--- src/rtl/retStack2_pkg.sv ---
package retStack2_pkg;
  // Strobes issued by the sequencer to the storage datapath.
  typedef struct packed {
    logic pushTop;    // top level takes the pushed address
    logic shiftDown;  // lower level takes the current top
    logic popUp;      // top level takes the lower level
  } stackCtl_t;
endpackage

--- src/rtl/retStack2_ctrl.sv ---
module retStack2_ctrl
  import retStack2_pkg::*;
(
  input  logic      callStrobe,
  input  logic      returnStrobe,
  output stackCtl_t ctl
);
  logic bothReq;

  always_comb begin
    bothReq       = callStrobe && returnStrobe;
    ctl.pushTop   = callStrobe;
    // Pop-then-push: lower level gets the popped top's replacement (itself).
    ctl.shiftDown = callStrobe && !bothReq;
    ctl.popUp     = returnStrobe && !bothReq;
  end

  // a combined request never moves the lower level
  always_comb begin
    if (bothReq) begin
      a_both_noshift_r7: assert (!ctl.shiftDown && !ctl.popUp);
    end
  end
endmodule

--- src/rtl/retStack2_dp.sv ---
module retStack2_dp
  import retStack2_pkg::*;
#(
  parameter int ADDR_W = 9
) (
  input  logic              clk,
  input  logic              rst,
  input  stackCtl_t         ctl,
  input  logic [ADDR_W-1:0] pushAddr,
  output logic [ADDR_W-1:0] levelTop
);
  localparam logic [ADDR_W-1:0] RESET_VAL = '0;

  logic [ADDR_W-1:0] levelLow;

  always_ff @(posedge clk) begin
    if (rst) begin
      levelTop <= RESET_VAL;
      levelLow <= RESET_VAL;
    end else begin
      if (ctl.pushTop)        levelTop <= pushAddr;
      else if (ctl.popUp)     levelTop <= levelLow;
      if (ctl.shiftDown)      levelLow <= levelTop;
    end
  end

  p_reset_zero_r1: assert property (@(posedge clk)
    rst |=> (levelTop == '0 && levelLow == '0));

  p_push_top_r2: assert property (@(posedge clk) disable iff (rst)
    ctl.pushTop |=> levelTop == $past(pushAddr));

  p_shift_low_r3: assert property (@(posedge clk) disable iff (rst)
    ctl.shiftDown |=> levelLow == $past(levelTop));

  p_pop_keep_r6: assert property (@(posedge clk) disable iff (rst)
    ctl.popUp |=> (levelTop == $past(levelLow) && $stable(levelLow)));

  p_both_low_r7: assert property (@(posedge clk) disable iff (rst)
    (ctl.pushTop && !ctl.shiftDown) |=> $stable(levelLow));

  p_idle_hold_r8: assert property (@(posedge clk) disable iff (rst)
    (ctl == '0) |=> ($stable(levelTop) && $stable(levelLow)));
endmodule

--- src/rtl/retStack2.sv ---
module retStack2
  import retStack2_pkg::*;
#(
  parameter int ADDR_W = 9
) (
  input  logic              clk,
  input  logic              rst,
  input  logic              callStrobe,
  input  logic              returnStrobe,
  input  logic [ADDR_W-1:0] pushAddr,
  output logic [ADDR_W-1:0] topOfStack
);
  stackCtl_t ctl;

  retStack2_ctrl i_ctrl (
    .callStrobe  (callStrobe),
    .returnStrobe(returnStrobe),
    .ctl         (ctl)
  );

  retStack2_dp #(.ADDR_W(ADDR_W)) i_dp (
    .clk     (clk),
    .rst     (rst),
    .ctl     (ctl),
    .pushAddr(pushAddr),
    .levelTop(topOfStack)
  );
endmodule

--- config.mk ---
export PLATFORM = sky130hd
export DESIGN_NAME = retStack2
export DESIGN_NICKNAME = d
export VERILOG_FILES = /design/src/rtl/retStack2_pkg.sv /design/src/rtl/retStack2_ctrl.sv /design/src/rtl/retStack2_dp.sv /design/src/rtl/retStack2.sv
export SDC_FILE = /design/constraint.sdc
export NUM_CORES = 1
export LEC_CHECK = 0
export BUFFER_PORTS_ARGS = -buffer_cell sky130_fd_sc_hd__buf_4
export CORE_MARGIN = 3
export CORE_UTILIZATION = 35
export DETAILED_ROUTE_END_ITERATION = 8
export SYNTH_ARGS = -nofsm -noshare
export SYNTH_HDL_FRONTEND = slang
export SYNTH_HIERARCHICAL = 1
export SYNTH_SLANG_ARGS = --single-unit
--- constraint.sdc ---
create_clock -name clk -period 0.8 [get_ports clk]
set_input_delay 0.08 -clock clk [delete_from_list [all_inputs] [get_ports clk]]
set_output_delay 0.08 -clock clk [all_outputs]
set_load 0.02 [all_outputs]
Word-level counts from Yosys, hierarchy flattened
Index checks and enable logic that the tools add are counted.
Storage, ports and cells
  flip-flop bits (word level): 18
  bits in latches: 0
  memory bits (writable): 0
  ROM bits: 0
  bits of input ports: 13
  output and inout bits: 9
  logic and storage cells: 9
  memories kept: 0
Cells by class
  add/sub/neg operators: 0
  $mul: 0
  div/mod/pow operators: 0
  magnitude comparators: 0
  equal/unequal tests: 0
  shift-type cells: 0
  mux-type cells: 2
  bitwise gates (word level): 0
  reduce and logical (&&, ||, !) cells: 5
Operator list (number)
  9-bit two-way mux: 2
  1-bit logical AND: 3
  2-bit nonzero test: 1
  1-bit zero test: 1

Depth between registers and ports, before layout
Gate-level depths: netlist (run 1).
  word-level depth: 5
  depth in mapped cells: 4

Modules after synthesis
Netlist (run 1), hierarchy kept.
Modules (own cells, without submodules)
  retStack2_dp: instances 1, cells an instance 69, area each 735.7 µm²
  retStack2_ctrl: instances 1, cells an instance 3, area each 22.5 µm²

Worst setup path after synthesis (run 1)
No wires, ideal clock.
  kind: register to register
  from: reg, netlist name i_dp/levelTop[0]
  to: reg i_dp.levelTop[0]
  library setup time: 0.086 ns
  arrival time: 0.734 ns
  data required time: 0.714 ns
  path slack: -0.019 ns
  stages on the path, launching flop included: 3
  buffers on the path: 0
  period minus slack after synthesis: 0.819 ns
  cells stage by stage: dfxtp_1 -> mux2i_1 -> a211oi_1
RTL lines
  to (signal assigned): line retStack2_dp.sv:21  | if (ctl.pushTop) levelTop <= pushAddr;
  to (signal assigned): line retStack2_dp.sv:22  | else if (ctl.popUp) levelTop <= levelLow;
  to (decl): line retStack2_dp.sv:10  | output logic [ADDR_W-1:0] levelTop

Worst setup path after layout (run 1)
  from: reg i_dp.levelTop[0]
  to: out topOfStack[0]
RTL lines
  to (decl): line retStack2.sv:11  | output logic [ADDR_W-1:0] topOfStack
No word-level cell between the ends.

==> metrics.txt, run 1 <==
commonest cells after routing, fill and taps aside=sky130_fd_sc_hd__buf_4, sky130_fd_sc_hd__mux2i_1, sky130_fd_sc_hd__nor2b_1; starting density of the core=37.9%; aggregate global-route resource usage=12.9%; required time at the endpoint of the critical path=720 ps; Buffers on Ports=21; clock latency of the later-clocked register in the worst-skew pair=290 ps; standard cell core area=2000 um^2; total length of routed wires=1.53 mm; maximum clock skew at final layout=4.70 ps; number of maximum-capacitance constraint violations=0; R2R setup slack=0 ps; leading post-synthesis cells by cell area=sky130_fd_sc_hd__dfxtp_1, sky130_fd_sc_hd__mux2i_1, sky130_fd_sc_hd__a211oi_1; top-level I/O count=22; number of synthesis warnings=6; max-slew headroom at the worst pin=88.5%; Pre-Repair DR Iteration Count=4; violations in the final reports=setup timing; Max Root-Sink Buffers=2; clock tree root driver cell=sky130_fd_sc_hd__clkbuf_4; via density per instance=4.73; number of max-slew violations in the final report=0; Reg2Reg Depth=3; first-pass GRT wire length=2.52 mm; critical path buffer and inverter count=1; share of synthesized area spent on multiplexers=23.8%; total via count after detailed routing=606; area fraction of the dominant cell type after synthesis=47.5%; sequential-to-total area share from yosys stat=47.5%; standard cell with the maximum stage delay on the critical path=sky130_fd_sc_hd__dfxtp_2; number of synthesized register bits=18; post-synthesis simple-gate area fraction=13.9%; hold path cells=3; synthesized-area fraction occupied by adder cells=0%; startpoint of the worst-slack reg-to-reg timing path=i_dp/levelTop[8]$_SDFFE_PP0P_; end point of the most critical hold path=i_dp/levelTop[7]$_SDFFE_PP0P_; largest fanout of any net on the critical path=3; Die X=52.5 um; reg-to-reg critical path endpoint=i_dp/levelTop[8]$_SDFFE_PP0P_; clock tree from TritonCTS=done; cts bufs inserted=3; clock-pin slew of the registers on the worst-case setup and hold paths=100 ps; DR WL/cell=12.0 um; complex-gate fraction of the synthesized area=8.91%; startpoint-to-endpoint class of the critical path=reg2out; Die Outline Area=2760 um^2; setup slack of the critical path after layout=-40.8 ps; leakage power=0.456 nW; antenna fix cells=0; filler instances=203; area taken by multi-input logic gates=363 um^2; synthesized net count=85; area of the mapped netlist=758 um^2; number of global-route vias before repair=572; layout net count=116; highest ir drop seen on vdd=1.25 mV; share of the core filled with cells=54.0%; count of antenna-violating nets left after detailed routing=0; antenna violations before repair=0; hold slack final=78.3 ps; placer congestion estimate=0.668; setup tns final=-238 ps; area grow syn2layout=42.6%; post-synthesis instance total=72; first-iteration detailed-routing DRC count=11; run status=complete, but fails checks; post-detail-place hpwl=1.08 mm; min cycle time layout=841 ps; kind of start point of the critical path=register; cell breakdown of the critical path=buf_6; deepest level of the CTS H-tree=1; largest net degree at the start of global routing=19; number of standard-cell rows in the floorplan=16; DR DRC count=0; die outline height=52.5 um; path class of the lowest-slack min-delay path=in2reg; number of clock sinks seen by CTS=18; post-synthesis cell type with the largest combined area=sky130_fd_sc_hd__dfxtp_1; power density relative to cell area=1640 nW/um^2; largest family of logic cells by synthesized area=multiplexers; final count of hold timing violations=0; most common library cell in the layout ignoring fill and taps=sky130_fd_sc_hd__buf_4; setup repair after global routing missed its margin=true; Sequential Area=372 um^2; cell family with the largest share of critical-path delay=flip-flops; peak per-stage delay on the critical path=360 ps; slew at the pin with the worst max-slew slack=168 ps; maximum achievable frequency=1.19 GHz; type of element capturing the critical path=primary output; grt ovf=0; setup slack after placement=-203 ps; source of the worst hold timing path=pushAddr[7]; count of cell types in the netlist=11; mean instance size in the synthesized netlist=10.5 um^2; data arrival time at the worst-slack endpoint=760 ps; number of setup violations in the final report=9; Synth Area in XOR/XNOR=0%; Period Utilization, post-route=105%; layout cells sized above 1=47.5%
[cells by family (layout without fill, tap and decap cells)]
| group | Yosys count | count (layout) |
|---|---|---|
| buffers and inverters | 7 | 36 |
| AND/OR/NAND/NOR | 20 | 20 |
| flip-flops | 18 | 18 |
| AO/OA/AOI/OAI | 9 | 9 |
| multiplexers | 18 | 18 |
[Yosys cell counts]
cell type / count
sky130_fd_sc_hd__buf_2: 2
sky130_fd_sc_hd__buf_6: 1
sky130_fd_sc_hd__inv_2: 1
sky130_fd_sc_hd__buf_4: 2
sky130_fd_sc_hd__nor2b_1: 10
sky130_fd_sc_hd__a211oi_1: 9
sky130_fd_sc_hd__clkbuf_2: 1
sky130_fd_sc_hd__mux2i_1: 18
sky130_fd_sc_hd__and2b_2: 1
sky130_fd_sc_hd__nor2_1: 9
sky130_fd_sc_hd__dfxtp_1: 18
[layer usage]
layer / track usage, % / part of all wire [%] / up-vias
met5: 0 / 0 / -
met4: 3.83 / 0.78 / 0
met3: 6.55 / 6.3 / 2
met2: 20.0 / 49 / 15
met1: 15.3 / 44 / 283
li1: - / - / 306
[state kept, by name, summed over array words and instances, names as in the netlist]
signal	cells
i_dp/levelLow	9
i_dp/levelTop	9
[through the flow]
step,cell area (um^2),power (W),instances
after floorplan,769,0.00117,72
after global placement,962,0.00130,118
after detailed placement,962,0.00130,118
after CTS,1070,0.00180,128
after global routing,1080,0.00189,128
final,1080,0.00177,128
[area by class of cell]
class / instances / area share, %
Sequential cell: 18 / 34.4
Multi-Input combinational cell: 47 / 33.6
Timing Repair Buffer: 32 / 26.5
Tap cell: 27 / 3.12
Clock buffer: 3 / 2.08
Inverter: 1 / 0.347
[what timing repair did]
| item | CTS | global route |
|---|---|---|
| hold endpoints to repair | 0 | 0 |
| setup buffers | 7 | 0 |
| resized for setup | 9 | 2 |
| hold buffers | 0 | 0 |
| pin swaps | 0 | 0 |
| setup endpoints to repair | 9 | 18 |
[power by group]
group / switching, W / internal (W) / leakage, nW
sequential: 0.0000298 / 0.000948 / 0.150
clock: 0.000256 / 0.000175 / 0.0138
combinational: 0.000157 / 0.000208 / 0.291
total: 0.000442 / 0.00133 / 0.456
[how the worst max path moves through the flow]
stage                                              from                       endpoint  slack (ps)  depth (start not counted)
after floorplan                              callStrobe  i_dp/levelTop[0]$_SDFFE_PP0P_          10                          4
after global placement                       callStrobe  i_dp/levelTop[4]$_SDFFE_PP0P_        -160                          5
after detailed placement                     callStrobe  i_dp/levelTop[2]$_SDFFE_PP0P_        -200                          5
after CTS                 i_dp/levelTop[0]$_SDFFE_PP0P_                  topOfStack[0]         -60                          1
after global routing      i_dp/levelTop[0]$_SDFFE_PP0P_                  topOfStack[0]         -90                          1
final                     i_dp/levelTop[0]$_SDFFE_PP0P_                  topOfStack[0]         -40                          1
No activity file was read; power rests on OpenSTA's default activity.
==> inputs of run 2 (changes only) <==
ABC_AREA = 1   (was default)
CORE_UTILIZATION = 36   (was 35)
==> run 2 against run 1 <==
Compared with the run above:
- the run still ends with setup timing left
- combinational power increased by 11%
- largest power group unchanged
- clock skew decreased by 2.0 ps
- routed wire length increased by 33%
- highest routed layer unchanged
- non-clock buffer count increased by 5
- sequential power increased by 1%
==> metrics.txt, run 2 <==
startpoint-to-endpoint class of the critical path=reg2out (unchanged); number of setup violations in the final report=9 (unchanged); standard cell with the maximum stage delay on the critical path=sky130_fd_sc_hd__dfxtp_2 (unchanged); setup slack of the critical path after layout=-58.1 ps (was -40.8 ps); Die X=52.9 um (was 52.5 um); area taken by multi-input logic gates=374 um^2 (was 363 um^2); most frequent cell after synthesis=sky130_fd_sc_hd__nand2_1; total via count after detailed routing=835 (was 606); cts bufs inserted=3 (unchanged); leading post-synthesis cells by cell area=sky130_fd_sc_hd__dfxtp_1, sky130_fd_sc_hd__nand2_1, sky130_fd_sc_hd__nand3_1 (was sky130_fd_sc_hd__dfxtp_1, sky130_fd_sc_hd__mux2i_1, sky130_fd_sc_hd__a211oi_1); area grow syn2layout=49.8% (was 42.6%); largest family of logic cells by synthesized area=simple AND/OR/NAND/NOR gates (was multiplexers); area of the mapped netlist=793 um^2 (was 758 um^2); type of element capturing the critical path=primary output (unchanged); maximum achievable frequency=1.17 GHz (was 1.19 GHz); max-slew headroom at the worst pin=83.4% (was 88.5%); number of max-slew violations in the final report=0 (unchanged); most common library cell in the layout ignoring fill and taps=sky130_fd_sc_hd__buf_4 (unchanged); standard cell core area=2020 um^2 (was 2000 um^2); die outline height=52.9 um (was 52.5 um); leakage power=0.650 nW (was 0.456 nW); Sequential Area=372 um^2 (unchanged); layout cells sized above 1=42.2% (was 47.5%); clock latency of the later-clocked register in the worst-skew pair=300 ps (was 290 ps); post-synthesis simple-gate area fraction=36.1% (was 13.9%); Period Utilization, post-route=107% (was 105%); min cycle time layout=858 ps (was 841 ps); number of synthesis warnings=6 (unchanged); complex-gate fraction of the synthesized area=5.68% (was 8.91%); cell family with the largest share of critical-path delay=flip-flops (unchanged); maximum clock skew at final layout=2.69 ps (was 4.70 ps); layout net count=162 (was 116); data arrival time at the worst-slack endpoint=780 ps (was 760 ps); source of the critical timing path=i_dp/levelTop[5]$_SDFFE_PP0P_ (was i_dp/levelTop[0]$_SDFFE_PP0P_); kind of start point of the critical path=register (unchanged); proportion of register bits with asynchronous set or reset after synthesis=0% (unchanged); Commonest cells post-synth=sky130_fd_sc_hd__nand2_1, sky130_fd_sc_hd__nor2_1, sky130_fd_sc_hd__dfxtp_1, sky130_fd_sc_hd__nand3_1, sky130_fd_sc_hd__inv_1 (was sky130_fd_sc_hd__dfxtp_1, sky130_fd_sc_hd__mux2i_1, sky130_fd_sc_hd__nor2b_1); aggregate global-route resource usage=16.5% (was 12.9%); source of the worst hold timing path=pushAddr[7] (unchanged); Reg2Reg Depth=5 (was 3); first-pass GRT wire length=3.33 mm (was 2.52 mm); post-synthesis cell type with the largest combined area=sky130_fd_sc_hd__dfxtp_1 (unchanged); synthesized-area fraction occupied by adder cells=0% (unchanged); post-detail-place hpwl=1.23 mm (was 1.08 mm); grt ovf=0 (unchanged); cell breakdown of the critical path=buf_6 (unchanged); clock tree from TritonCTS=done (unchanged); violations in the final reports=setup timing (unchanged); count of cell types in the netlist=10 (was 11); share of synthesized area spent on multiplexers=0% (was 23.8%); number of synthesized register bits=18 (unchanged); number of maximum-capacitance constraint violations=0 (unchanged); Die Outline Area=2800 um^2 (was 2760 um^2); top-level I/O count=22 (unchanged); deepest level of the CTS H-tree=1 (unchanged); largest fanout of any net on the critical path=2 (was 3); setup repair after global routing missed its margin=true (unchanged); number of stages on the worst setup path=1 (unchanged); path class of the lowest-slack min-delay path=in2reg (unchanged); antenna violations before repair=0 (unchanged); DR WL/cell=11.7 um (was 12.0 um); number of clock sinks seen by CTS=18 (unchanged); run status=complete, but fails checks (unchanged); post-synthesis instance total=112 (was 72); required time at the endpoint of the critical path=720 ps (about the same); area fraction of the dominant cell type after synthesis=45.4% (was 47.5%); commonest cells after routing, fill and taps aside=sky130_fd_sc_hd__buf_4, sky130_fd_sc_hd__nor2_1, sky130_fd_sc_hd__nand2_1 (was sky130_fd_sc_hd__buf_4, sky130_fd_sc_hd__mux2i_1, sky130_fd_sc_hd__nor2b_1); final count of hold timing violations=0 (unchanged); synthesized net count=125 (was 85); Buffers on Ports=21 (unchanged); via density per instance=4.80 (was 4.73); antenna fix cells=0 (unchanged); largest net degree at the start of global routing=19 (unchanged); hold path cells=5 (was 3); startpoint of the worst-slack reg-to-reg timing path=i_dp/levelTop[5]$_SDFFE_PP0P_ (was i_dp/levelTop[8]$_SDFFE_PP0P_); slew at the pin with the worst max-slew slack=247 ps (was 168 ps); number of enable-type register cells in the synthesized netlist=0 (unchanged); number of global-route vias before repair=799 (was 572); critical path buffer and inverter count=1 (unchanged); leading registers by flop count=i_dp/levelLow (9), i_dp/levelTop (9) (unchanged); DR DRC count=0 (unchanged); sequential-to-total area share from yosys stat=45.4% (was 47.5%); total length of routed wires=2.04 mm (was 1.53 mm); highest ir drop seen on vdd=1.28 mV (was 1.25 mV); mean instance size in the synthesized netlist=7.08 um^2 (was 10.5 um^2); clock-pin slew of the registers on the worst-case setup and hold paths=100 ps (about the same); Max Root-Sink Buffers=2 (unchanged); Pre-Repair DR Iteration Count=4 (unchanged); share of the core filled with cells=58.8% (was 54.0%); filler instances=194 (was 203); number of standard-cell rows in the floorplan=16 (unchanged); starting density of the core=39.2% (was 37.9%); placer congestion estimate=0.732 (was 0.668); clock tree root driver cell=sky130_fd_sc_hd__clkbuf_4 (unchanged); power density relative to cell area=1550 nW/um^2 (was 1640 nW/um^2); top_reg_cell synth=sky130_fd_sc_hd__dfxtp_1 (unchanged); setup tns final=-415 ps (was -238 ps); first-iteration detailed-routing DRC count=4 (was 11); Synth Area in XOR/XNOR=0% (unchanged); peak per-stage delay on the critical path=360 ps (about the same); count of antenna-violating nets left after detailed routing=0 (unchanged)
[run 2: changes by cell type in the layout (fill, tap and decap cells not counted), sizes merged, moves of 10 or more]
| cell | previous run | this run |
|---|---|---|
| nand3 | 0 | 18 |
| mux2i | 18 | 0 |
| nor2 | 9 | 21 |
| nand2 | 0 | 27 |
| nor2b | 10 | 0 |
| inv | 1 | 12 |
[run 2: what timing repair did]
action	in CTS	in global routing
gates resized for setup	18	18
endpoints found under the setup margin	9	17
hold buffers	0	0
setup buffers	9	0
pin swaps	0	0
[run 2: path summary, 6_finish.rpt]
path / end / slack (ps)
worst max-delay path: topOfStack[5] / -60
worst min-delay path: i_dp/levelTop[7]$_SDFFE_PP0P_ / 70
worst max register to register: i_dp/levelTop[5]$_SDFFE_PP0P_ / 20
worst min register to register: i_dp/levelLow[2]$_SDFFE_PP0P_ / 520
[run 2: area by class of cell]
cell class	instances	area share, %
sequential	18	31.3
tap	27	2.84
clock buffer	3	1.89
timing repair buffer	37	28.1
multi-input combinational	75	31.5
inverter	14	4.42
[run 2: logic make-up (layout without fill, tap and decap cells)]
kind of cell | count (synthesis) | count (layout)
AND/OR/NAND/NOR | 66 | 66
buffers and inverters | 19 | 54
flip-flops | 18 | 18
AO/OA/AOI/OAI | 9 | 9
[run 2: routing by layer]
| layer | vias up | global-route usage (%) | share of wire, % | routed length (um) |
|---|---|---|---|---|
| met5 | - | 0 | 0 | 0 |
| met4 | 0 | 8.09 | 1.9 | 38 |
| li1 | 419 | - | - | - |
| met2 | 31 | 27.3 | 51 | 1030 |
| met1 | 377 | 18.5 | 41 | 844 |
| met3 | 8 | 6.20 | 5.9 | 120 |
[run 2: through the flow]
step	power, W	cell area (um^2)	setup slack (ps)	std cells	hold slack (ps)
CTS	0.00184	1120	-57.2	174	55.0
detailed placement	0.00131	988	-98.2	162	381
global placement	0.00131	988	-79.4	162	376
global route	0.00194	1190	-91.3	174	97.8
finish	0.00185	1190	-58.1	174	69.0
floorplan	0.00119	793	55.1	112	280
[run 2: where the power goes]
part	switching, W	total [W]	internal, W	leakage (nW)
logic	0.000198	0.000404	0.000206	0.484
registers	0.0000346	0.000990	0.000955	0.152
clock network	0.000276	0.000452	0.000176	0.0138
total	0.000509	0.00185	0.00134	0.650
